`src/rtl/tlbreg_pkg.sv`:
```
package tlbreg_pkg;

  localparam int ADDR_W        = 3;
  localparam int TAG_VALID_BIT = 6;   // tag word: valid flag, decoded by the comparator
  localparam int EPN_LSB       = 10;  // tag word: page number starts here

  typedef enum logic [ADDR_W-1:0] {
    RA_INDEX  = 3'd0,
    RA_DATA   = 3'd1,
    RA_TAG    = 3'd2,
    RA_PID    = 3'd3,
    RA_ZONE   = 3'd4,
    RA_SEARCH = 3'd5
  } reg_addr_e;

  typedef enum logic [1:0] {
    SCAN_IDLE   = 2'd0,
    SCAN_SEARCH = 2'd1,
    SCAN_OWNER  = 2'd2
  } scan_mode_e;

endpackage

```
`src/rtl/tlbreg_access.sv`:
```
module tlbreg_access
  import tlbreg_pkg::*;
(
  input  logic [1:0]        cfg_level,
  input  logic [1:0]        cfg_access,
  input  logic [ADDR_W-1:0] addr,
  output logic              rd_ok,
  output logic              wr_ok
);

  logic enabled;
  logic rd_guarded;
  logic wr_guarded;

  always_comb begin
    enabled    = (cfg_level >= 2'd2) && (cfg_access != 2'd0);
    rd_guarded = enabled && cfg_access[0];
    wr_guarded = enabled && (cfg_access > 2'd1);
    rd_ok      = 1'b0;
    wr_ok      = 1'b0;
    case (addr)
      RA_INDEX:  begin rd_ok = enabled;    wr_ok = enabled;    end
      RA_DATA:   begin rd_ok = rd_guarded; wr_ok = enabled;    end
      RA_TAG:    begin rd_ok = rd_guarded; wr_ok = enabled;    end
      RA_PID:    begin rd_ok = rd_guarded; wr_ok = wr_guarded; end
      RA_ZONE:   begin rd_ok = rd_guarded; wr_ok = wr_guarded; end
      RA_SEARCH: begin rd_ok = 1'b0;       wr_ok = wr_guarded; end
      default:   begin rd_ok = 1'b0;       wr_ok = 1'b0;       end
    endcase
  end

endmodule

```
`src/rtl/tlbreg_store.sv`:
```
module tlbreg_store #(
  parameter int ENTRIES = 16,
  parameter int WORD_W  = 32,
  parameter int TID_W   = 8,
  localparam int IDX_W  = $clog2(ENTRIES)
) (
  input  logic              clk,
  input  logic              rst_n,
  input  logic              wr_tag,
  input  logic              wr_data,
  input  logic [IDX_W-1:0]  wr_idx,
  input  logic [WORD_W-1:0] wr_word,
  input  logic [TID_W-1:0]  wr_tid,
  input  logic [IDX_W-1:0]  bus_idx,
  output logic [WORD_W-1:0] bus_tag,
  output logic [WORD_W-1:0] bus_data,
  output logic [TID_W-1:0]  bus_tid,
  input  logic [IDX_W-1:0]  scan_idx,
  output logic [WORD_W-1:0] scan_tag,
  output logic [WORD_W-1:0] scan_data,
  output logic [TID_W-1:0]  scan_tid
);

  logic [WORD_W-1:0] tag_mem  [ENTRIES];
  logic [WORD_W-1:0] data_mem [ENTRIES];
  logic [TID_W-1:0]  tid_mem  [ENTRIES];

  always_ff @(posedge clk or negedge rst_n) begin
    if (!rst_n) begin
      for (int e = 0; e < ENTRIES; e++) begin
        tag_mem[e]  <= '0;
        data_mem[e] <= '0;
        tid_mem[e]  <= '0;
      end
    end else begin
      if (wr_tag) begin
        tag_mem[wr_idx] <= wr_word;
        tid_mem[wr_idx] <= wr_tid;
      end
      if (wr_data) begin
        data_mem[wr_idx] <= wr_word;
      end
    end
  end

  assign bus_tag   = tag_mem[bus_idx];
  assign bus_data  = data_mem[bus_idx];
  assign bus_tid   = tid_mem[bus_idx];
  assign scan_tag  = tag_mem[scan_idx];
  assign scan_data = data_mem[scan_idx];
  assign scan_tid  = tid_mem[scan_idx];

endmodule

```
`src/rtl/tlbreg_scan.sv`:
```
module tlbreg_scan
  import tlbreg_pkg::*;
#(
  parameter int ENTRIES = 16,
  parameter int TID_W   = 8,
  localparam int IDX_W  = $clog2(ENTRIES)
) (
  input  logic             clk,
  input  logic             rst_n,
  input  logic             start_search,
  input  logic             start_owner,
  input  logic [TID_W-1:0] owner_before,
  input  logic             lk_hit,
  input  logic             ent_valid,
  input  logic [TID_W-1:0] ent_tid,
  output scan_mode_e       mode,
  output logic [IDX_W-1:0] cnt,
  output logic             busy,
  output logic             hit_now,
  output logic             miss_now,
  output logic             inval_now
);

  localparam logic [IDX_W-1:0] LAST = IDX_W'(ENTRIES - 1);

  logic [TID_W-1:0] old_owner;
  logic             at_last;

  always_comb begin
    at_last   = (cnt == LAST);
    busy      = (mode != SCAN_IDLE);
    hit_now   = (mode == SCAN_SEARCH) && lk_hit;
    miss_now  = (mode == SCAN_SEARCH) && !lk_hit && at_last;
    inval_now = (mode == SCAN_OWNER) && ent_valid &&
                (ent_tid != '0) && (ent_tid == old_owner);
  end

  always_ff @(posedge clk or negedge rst_n) begin
    if (!rst_n) begin
      mode      <= SCAN_IDLE;
      cnt       <= '0;
      old_owner <= '0;
    end else if (start_search) begin
      mode <= SCAN_SEARCH;
      cnt  <= '0;
    end else if (start_owner) begin
      mode      <= SCAN_OWNER;
      cnt       <= '0;
      old_owner <= owner_before;
    end else if (mode != SCAN_IDLE) begin
      if (hit_now || at_last) begin
        mode <= SCAN_IDLE;
        cnt  <= '0;
      end else begin
        cnt <= cnt + 1'b1;
      end
    end
  end

endmodule

```
`src/rtl/tlbreg_ctl.sv`:
```
module tlbreg_ctl
  import tlbreg_pkg::*;
#(
  parameter int ENTRIES = 16,
  parameter int WORD_W  = 32,
  parameter int TID_W   = 8,
  localparam int IDX_W  = $clog2(ENTRIES)
) (
  input  logic              clk,
  input  logic              rst_n,
  input  logic [1:0]        cfg_level,
  input  logic [1:0]        cfg_access,
  input  logic              cur_user,
  input  logic              req_valid,
  output logic              req_ready,
  input  logic              req_write,
  input  logic [ADDR_W-1:0] req_addr,
  input  logic [WORD_W-1:0] req_wdata,
  output logic              rsp_valid,
  output logic [WORD_W-1:0] rsp_rdata,
  output logic              busy,
  output logic              lk_valid,
  output logic [IDX_W-1:0]  lk_idx,
  output logic [WORD_W-1:0] lk_vaddr,
  output logic [WORD_W-1:0] lk_tag,
  output logic [WORD_W-1:0] lk_data,
  output logic [TID_W-1:0]  lk_tid,
  output logic [TID_W-1:0]  lk_pid,
  output logic [WORD_W-1:0] lk_zpr,
  output logic              lk_user,
  input  logic              lk_hit,
  output logic              inval_valid,
  output logic [IDX_W-1:0]  inval_idx,
  output logic [WORD_W-1:0] inval_tag,
  output logic              flush_pulse
);

  localparam int MISS_BIT = WORD_W - 1;
  localparam logic [WORD_W-1:0] EPN_MASK = {{(WORD_W-EPN_LSB){1'b1}}, {EPN_LSB{1'b0}}};

  // architectural registers
  logic [WORD_W-1:0] index_q;
  logic [TID_W-1:0]  pid_q;
  logic [WORD_W-1:0] zone_q;
  logic [WORD_W-1:0] vaddr_q;
  logic              rsp_valid_q;
  logic [WORD_W-1:0] rsp_data_q;
  logic              inval_valid_q;
  logic [IDX_W-1:0]  inval_idx_q;
  logic [WORD_W-1:0] inval_tag_q;
  logic              flush_q;

  // request decode
  logic rd_ok, wr_ok;
  logic fire, rd_fire, wr_go;
  logic tag_we, data_we, owner_chg, search_go, tag_rd, zone_go;
  logic [IDX_W-1:0] sel_idx;
  logic [WORD_W-1:0] rd_word;

  // storage and scan
  logic [WORD_W-1:0] bus_tag, bus_data, scan_tag, scan_data;
  logic [TID_W-1:0]  bus_tid, scan_tid;
  scan_mode_e        mode;
  logic [IDX_W-1:0]  cnt;
  logic              scan_busy, hit_now, miss_now, inval_now;

  tlbreg_access u_access (
    .cfg_level  (cfg_level),
    .cfg_access (cfg_access),
    .addr       (req_addr),
    .rd_ok      (rd_ok),
    .wr_ok      (wr_ok)
  );

  always_comb begin
    sel_idx   = index_q[IDX_W-1:0];
    fire      = req_valid && req_ready;
    rd_fire   = fire && !req_write;
    wr_go     = fire && req_write && wr_ok;
    tag_we    = wr_go && (req_addr == RA_TAG);
    data_we   = wr_go && (req_addr == RA_DATA);
    zone_go   = wr_go && (req_addr == RA_ZONE);
    search_go = wr_go && (req_addr == RA_SEARCH);
    owner_chg = wr_go && (req_addr == RA_PID) && (req_wdata[TID_W-1:0] != pid_q);
    tag_rd    = rd_fire && rd_ok && (req_addr == RA_TAG);
  end

  always_comb begin
    case (req_addr)
      RA_INDEX: rd_word = index_q;
      RA_DATA:  rd_word = bus_data;
      RA_TAG:   rd_word = bus_tag;
      RA_PID:   rd_word = WORD_W'(pid_q);
      RA_ZONE:  rd_word = zone_q;
      default:  rd_word = '0;
    endcase
    if (!rd_ok) rd_word = '0;
  end

  tlbreg_store #(
    .ENTRIES (ENTRIES),
    .WORD_W  (WORD_W),
    .TID_W   (TID_W)
  ) u_store (
    .clk       (clk),
    .rst_n     (rst_n),
    .wr_tag    (tag_we),
    .wr_data   (data_we),
    .wr_idx    (sel_idx),
    .wr_word   (req_wdata),
    .wr_tid    (pid_q),
    .bus_idx   (sel_idx),
    .bus_tag   (bus_tag),
    .bus_data  (bus_data),
    .bus_tid   (bus_tid),
    .scan_idx  (cnt),
    .scan_tag  (scan_tag),
    .scan_data (scan_data),
    .scan_tid  (scan_tid)
  );

  tlbreg_scan #(
    .ENTRIES (ENTRIES),
    .TID_W   (TID_W)
  ) u_scan (
    .clk          (clk),
    .rst_n        (rst_n),
    .start_search (search_go),
    .start_owner  (owner_chg),
    .owner_before (pid_q),
    .lk_hit       (lk_hit),
    .ent_valid    (scan_tag[TAG_VALID_BIT]),
    .ent_tid      (scan_tid),
    .mode         (mode),
    .cnt          (cnt),
    .busy         (scan_busy),
    .hit_now      (hit_now),
    .miss_now     (miss_now),
    .inval_now    (inval_now)
  );

  always_ff @(posedge clk or negedge rst_n) begin
    if (!rst_n) begin
      index_q       <= '0;
      pid_q         <= '0;
      zone_q        <= '0;
      vaddr_q       <= '0;
      rsp_valid_q   <= 1'b0;
      rsp_data_q    <= '0;
      inval_valid_q <= 1'b0;
      inval_idx_q   <= '0;
      inval_tag_q   <= '0;
      flush_q       <= 1'b0;
    end else begin
      rsp_valid_q <= rd_fire;
      if (rd_fire) rsp_data_q <= rd_word;

      flush_q <= zone_go && (req_wdata != zone_q);
      if (zone_go) zone_q <= req_wdata;

      // index register: bus write, search hit, search miss
      if (wr_go && (req_addr == RA_INDEX)) begin
        index_q <= req_wdata;
      end else if (hit_now) begin
        index_q <= WORD_W'(cnt);
      end else if (miss_now) begin
        index_q[MISS_BIT] <= 1'b1;
      end

      // process ID: bus write that changes it, or owner copy from a tag read
      if (owner_chg) begin
        pid_q <= req_wdata[TID_W-1:0];
      end else if (tag_rd) begin
        pid_q <= bus_tid;
      end

      if (search_go) vaddr_q <= req_wdata & EPN_MASK;

      // invalidate requests: stale mapping on tag write, or owner scan match
      inval_valid_q <= (tag_we && bus_tag[TAG_VALID_BIT]) || inval_now;
      if (tag_we) begin
        inval_idx_q <= sel_idx;
        inval_tag_q <= bus_tag;
      end else if (inval_now) begin
        inval_idx_q <= cnt;
        inval_tag_q <= scan_tag;
      end
    end
  end

  assign req_ready   = !scan_busy;
  assign busy        = scan_busy;
  assign rsp_valid   = rsp_valid_q;
  assign rsp_rdata   = rsp_data_q;
  assign lk_valid    = (mode == SCAN_SEARCH);
  assign lk_idx      = cnt;
  assign lk_vaddr    = vaddr_q;
  assign lk_tag      = scan_tag;
  assign lk_data     = scan_data;
  assign lk_tid      = scan_tid;
  assign lk_pid      = pid_q;
  assign lk_zpr      = zone_q;
  assign lk_user     = cur_user;
  assign inval_valid = inval_valid_q;
  assign inval_idx   = inval_idx_q;
  assign inval_tag   = inval_tag_q;
  assign flush_pulse = flush_q;

endmodule

```
`config.mk`:
```
export PLATFORM = sky130hd
export DESIGN_NAME = tlbreg_ctl
export DESIGN_NICKNAME = d
export VERILOG_FILES = /design/src/rtl/tlbreg_pkg.sv /design/src/rtl/tlbreg_access.sv /design/src/rtl/tlbreg_store.sv /design/src/rtl/tlbreg_scan.sv /design/src/rtl/tlbreg_ctl.sv
export SDC_FILE = /design/constraint.sdc
export NUM_CORES = 2
export LEC_CHECK = 0
export BUFFER_PORTS_ARGS = -buffer_cell sky130_fd_sc_hd__buf_2
export CAP_MARGIN = 20
export CORE_MARGIN = 2
export CORE_UTILIZATION = 43
export DETAILED_ROUTE_END_ITERATION = 12
export PLACE_DENSITY = 0.66
export SYNTH_ARGS = -nofsm -noshare
export SYNTH_HDL_FRONTEND = slang
export SYNTH_HIERARCHICAL = 1
export SYNTH_SLANG_ARGS = --single-unit
```
`constraint.sdc`:
```
create_clock -name clk -period 4.1 [get_ports clk]
set_input_delay 0.41 -clock clk [delete_from_list [all_inputs] [get_ports clk]]
set_output_delay 0.41 -clock clk [all_outputs]
set_load 0.005 [all_outputs]
```
* Word level (Yosys, flattened, before mapping)
Cells that the tools add are included.
Word-level totals: latch bits 0, output and inout port bits 223, RAM bits 0, memories 0, bits in read-only memories 0, flip-flop bits (word level) 1331
Operators by class: multiplexer cells 47, divide/modulo/power cells 0, shift operators 0, $add $sub $neg 1, reductions and logical operators 45, eq/ne operators 11, magnitude comparators 5, multipliers 0, bitwise logic cells 3
Operators by type and width (count):
- 512-bit bitwise mux | 2
- 32-bit binary-select mux with 4-bit select | 4
- 32-bit 2-to-1 mux | 13
- 32-bit case mux with 5 select lines | 1
- 128-bit bitwise mux | 1
- 32-bit demux with 4-bit select | 1
- 8-bit binary-select mux with 4-bit select | 2
- 8-bit 2-to-1 mux | 7
- 8-bit demux with 4-bit select | 1
- 32-bit inequality test | 1
- 31-bit 2-to-1 mux | 1
- 1-bit logical AND | 25
- 4-bit 2-to-1 mux | 6
- 5-bit greater-or-equal comparator, second input constant | 2
- 4-bit inverter with 5-bit output | 2
- 2-bit nonzero test | 5
- 3-bit nonzero test | 3
- 8-bit == test | 1
- 2-bit 2-to-1 mux | 4
- 8-bit inequality test | 1
- 8-bit nonzero test | 1
- 3-bit by 2-bit == test with 1-bit output, second input constant | 2
- 3-bit == test, second input constant | 2
- 3-bit OR reduction | 2
- other kinds (16) | 22

* Longest topological paths before layout
word-level depth 9, mapped depth 13

* By module
Netlist, hierarchy kept.
Modules (own cells, without submodules):
- tlbreg_store | cells an instance 3776, seq. area each 28827.6 µm², instances 1, area an instance 59694.8 µm²
- tlbreg_ctl | cells an instance 715, seq. area each 4129.0 µm², instances 1, area an instance 8022.7 µm²
- tlbreg_scan | cells an instance 68, seq. area each 350.3 µm², instances 1, area an instance 753.2 µm²
- tlbreg_access | cells an instance 10, seq. area each 0.0 µm², instances 1, area an instance 57.6 µm²

* Worst setup path after synthesis
Ideal clock, no wire load.
path type register -> register, from reg u_scan.cnt[0], to reg inval_tag_q[10] (netlist: inval_tag[10]), slack 499 ps, required time 3967 ps, path buffers 5, data arrival time 3468 ps, stages on the path, launching flop included 14, clock period less this slack 3601 ps, library setup time 133 ps, cells stage by stage dfrtp_1 -> buf_2 -> buf_2 -> buf_4 -> mux4_2 -> a22oi_1 -> nand2_1 -> xnor2_1 -> nand4_1 -> a2111oi_0 -> buf_2 -> buf_1 -> mux2i_1 -> o21ai_0
On the way: cells in the longest elaborated chain, start to end 8
Ends and longest elaborated chain:
- start, declared | RTL line tlbreg_scan.sv:17 | output logic [IDX_W-1:0] cnt,
- start signal, assigned | RTL line tlbreg_scan.sv:55 | cnt <= cnt + 1'b1;
- 4-bit inverter with 5-bit output (not written as such) (*) | RTL line tlbreg_store.sv:51 | assign scan_tid = tid_mem[scan_idx];
- 8-bit binary-select mux with 4-bit select (*) | RTL line tlbreg_store.sv:51
- 8-bit 2-to-1 mux (not written as such) (*) (2 in a row) | RTL line tlbreg_store.sv:51
- via lk_tid[0] | RTL line tlbreg_ctl.sv:27 | output logic [TID_W-1:0] lk_tid,
- 8-bit nonzero test | RTL line tlbreg_scan.sv:35 | (ent_tid != '0) && (ent_tid == old_owner);
- 1-bit logical AND | RTL line tlbreg_scan.sv:34 | inval_now = (mode == SCAN_OWNER) && ent_valid &&
- 1-bit logical AND (*) | RTL line tlbreg_scan.sv:35
- via inval_now | RTL line tlbreg_ctl.sv:65 | logic scan_busy, hit_now, miss_now, inval_now;
- 2-bit nonzero test (no source line) (*)
- end signal, assigned | RTL line tlbreg_ctl.sv:183 | inval_tag_q <= bus_tag;
- end signal, assigned | RTL line tlbreg_ctl.sv:186 | inval_tag_q <= scan_tag;
- end, declared | RTL line tlbreg_ctl.sv:50 | logic [WORD_W-1:0] inval_tag_q;
The timed path passes the listed nets; every way through them passes the cells marked *. The select of a mux whose other input is x is not followed. A chain may end at the register's enable or synchronous reset.

* Final worst setup path
from reg u_scan.cnt[1], to out lk_tag[11]
On the way: cells in the longest elaborated chain, start to end 4
Ends and longest elaborated chain:
- 4-bit inverter with 5-bit output (not written as such) | RTL line tlbreg_store.sv:49 | assign scan_tag = tag_mem[scan_idx];
- 32-bit binary-select mux with 4-bit select | RTL line tlbreg_store.sv:49
- 32-bit 2-to-1 mux (not written as such) (2 in a row) | RTL line tlbreg_store.sv:49
- end, declared | RTL line tlbreg_ctl.sv:25 | output logic [WORD_W-1:0] lk_tag,
No other way between the ends. The select of a mux whose other input is x is not followed.

==> impl_metrics.py <==
metrics = {
    "status": {
        "status": "completed",
    },
    "floorplanning": {
        "io_pins": 268,
        "rows": 146,
        "die_w_um": 403,
        "die_h_um": 403,
        "initial_utilization": 0.433,
        "core-area_um2": 158000,
        "dieArea_um2": 163000,
    },
    "synth": {
        "syn_area_um2": 68500,
        "ys_ff_latch": 1331,
        "ys_seq_area_frac": 0.486,
        "synthCells": 4569,
        "yosys_warnings": 6,
        "synth_area_per_cell_um2": 15.0,
        "synth_edf_count": 0,
        "synth_ff_type": "dfrtp_1",
        "async_flop_share": 1.00,
        "yosysUniqueCellTypes": 52,
    },
    "detailed_routing": {
        "wire_per_inst_um": 30.6,
        "ant_nets": 0,
        "drc": 0,
        "wirelength_mm": 211,
        "drt-initial-drc-count": 4326,
        "via_per_inst": 6.34,
        "num_vias": 43700,
        "drt_first_pass_iters": 7,
    },
    "global_routing": {
        "grt_max_degree": 196,
        "grt-ovfl-total": 0,
        "grt_pass1_vias": 44900,
        "antenna_found_initial": 12,
        "track_usage": 0.260,
        "grt_pass1_wl_mm": 310,
    },
    "placement": {
        "dp_hpwl_mm": 130,
        "placed_area_um2": 72600,
        "port_buffers": 254,
        "gp_congestion": 0.822,
    },
    "cells_and_area": {
        "final_design_area_no_fill_um2": 77400,
        "area_delta_synth_final_pct": 13.0,
        "final_common_cell": "dfrtp_1",
        "mostFrequentLayoutCells": "dfrtp_1, mux2_2, mux4_2",
        "fill_cells": 13300,
        "fin_nets": 4748,
        "drive_above_1_share": 0.524,
    },
    "pwr": {
        "vdd_drop_max_uv": 525,
        "leakagePower_uw": 0.0355,
        "p_total_uw": 38100,
        "cellPowerDensity_nw_per_um2": 492,
    },
    "worst_setup_path": {
        "worstPathRequired_ps": 3690,
        "start_kind": "flip-flop",
        "critPathArrivalTime_ps": 3670,
        "path_class": "flip-flop to output pin",
        "worst-path-max-fanout": 36,
        "end_kind": "output pin",
    },
    "cts": {
        "clockBufferDepth": 3,
        "clk_pin_slew_ps": 60,
        "clock_sinks": 1331,
        "htreeDepth": 4,
        "post-cts-setup-buffers": 0,
        "insertion_delay_ps": 800,
        "cts-root-buf": "clkbuf_16",
        "cts_tree": "built",
        "numCtsBuffers": 145,
    },
    "sta": {
        "grt_setup_unrepaired": "yes",
        "max_freq_mhz": 245,
        "min_period_over_period": 0.996,
        "drv_slew": 0,
        "relSlewSlack": 0.234,
        "period_needed_ps": 4080,
        "holdWs_ps": 122,
        "skew_ps": 20.3,
        "finalSetupViolCount": 0,
        "hold_violations": 0,
        "worst_pin_slew_ps": 1150,
        "finalSetupTns_ps": 0,
    },
    "job": {
        "max_cap_violations": 0,
    },
    "hold_path": {
        "hp-class": "primary input to asynchronous set/reset pin",
    },
}
## registers in the layout (all words and copies together) (netlist names)
name,flops
u_store/tag_mem,512
index_q,32
lk_zpr,32
lk_pid,8
u_scan/mode,2
inval_idx,4
inval_tag,32
inval_valid,1
u_store/tid_mem,128
u_scan/cnt,4
lk_vaddr,22
rsp_rdata,32
u_store/data_mem,512
u_scan/old_owner,8
flush_pulse,1
rsp_valid,1
## cell type report
class,instances,area [um2],area share
Clock buffer,219,4350,0.0562
Inverter,9,33.8,0.000436
Sequential cell,1331,33300,0.430
Antenna cell,5,12.5,0.000162
Timing Repair Buffer,446,3420,0.0442
Multi-Input combinational cell,2769,33200,0.429
Clock inverter,44,450,0.00582
Tap cell,2072,2590,0.0335
## path summary, 6_finish.rpt
| path | from | to | slack [ps] | cells after the start |
|---|---|---|---|---|
| worst min-delay path | rst_n | u_store/data_mem[2] | 120 | 2 |
| max in group asynchronous | rst_n | u_store/tid_mem[71] | 2560 | 3 |
| worst max register to register | u_scan/mode[0] | u_store/tid_mem[47] | 560 | 7 |
| worst max-delay path | u_scan/cnt[1] | lk_tag[11] | 20 | 6 |
| min in group clk | req_wdata[2] | u_store/data_mem[2] | 180 | 2 |
| worst min register to register | rsp_rdata[15] | rsp_rdata[15] | 480 | 2 |
## metal layers
| layer | global-route usage | part of all wire | wire (um) | vias up |
|---|---|---|---|---|
| met5 | 0 | 0 | 0 | - |
| met4 | 0.105 | 0.042 | 8820 | 0 |
| met3 | 0.0540 | 0.073 | 15500 | 434 |
| met2 | 0.407 | 0.47 | 99200 | 1734 |
| met1 | 0.355 | 0.41 | 87300 | 23700 |
| li1 | - | - | - | 17900 |
## stage by stage
step                cells   util  setup slack [ps]
global placement     6625  0.458               557
CTS                  6890  0.489              3.64
detailed placement   6625  0.458               561
global route         6890  0.489             -6.09
floorplan            4578      -               499
finish               6895  0.489              17.7
## report_power, final
group,total (uW),leakage [uW],switching [uW],internal [uW]
Combinational,10300,0.0148,6420,3900
Sequential,14500,0.0184,727,13800
Clock,13300,0.00236,5600,7680
## synthesized netlist by cell type (all sizes together) (2+ instances only)
library cell	count	area share
dfrtp	1331	0.49
mux2	1236	0.20
mux4	576	0.19
a22oi	302	0.033
buf	276	0.022
nand2	250	0.014
clkbuf	193	0.011
o21ai	97	0.0071
mux2i	42	0.0061
xnor2	40	0.0051
a22o	32	0.0041
nand2b	31	0.0028
nor2	31	0.0018
a221oi	24	0.0031
nand4	13	0.0012
nor2b	13	0.0012
inv	9	0.00049
nand3	8	0.00077
xor2	8	0.0010
nor4	7	0.00073
and2	6	0.00055
o22ai	6	0.00055
a21oi	5	0.00037
nand3b	5	0.00055
nor3b	5	0.0011
and3	2	0.00018
and4b	2	0.00029
nand4b	2	0.00026
nor3	2	0.00031
o211ai	2	0.00022
or2	2	0.00018
## critical path, cell delays in order (launching register included)
cell,delay (ps)
dfrtp_4,660
buf_4,520
buf_6,440
mux4_2,380
a22oi_1,260
nand2_1,330
buf_2,240
## timing repair
item / in CTS / in global routing
hold buffers: 2 / 0
hold endpoints to repair: 351 / 0
pin swaps: 0 / 0
gates resized for setup: 5 / 5
endpoints found under the setup margin: 18 / 6
## cells by family after synthesis
group	after synthesis	share of synthesized area
multiplexers	1854	0.399
buffers and inverters	478	0.0335
AND/OR/NAND/NOR	381	0.0259
other	1	0.0000547
flip-flops	1331	0.486
XOR/XNOR	48	0.00613
AO/OA/AOI/OAI	475	0.0496
adder cells (fa/ha/maj)	1	0.000183
(Power assumes the default switching activity.)
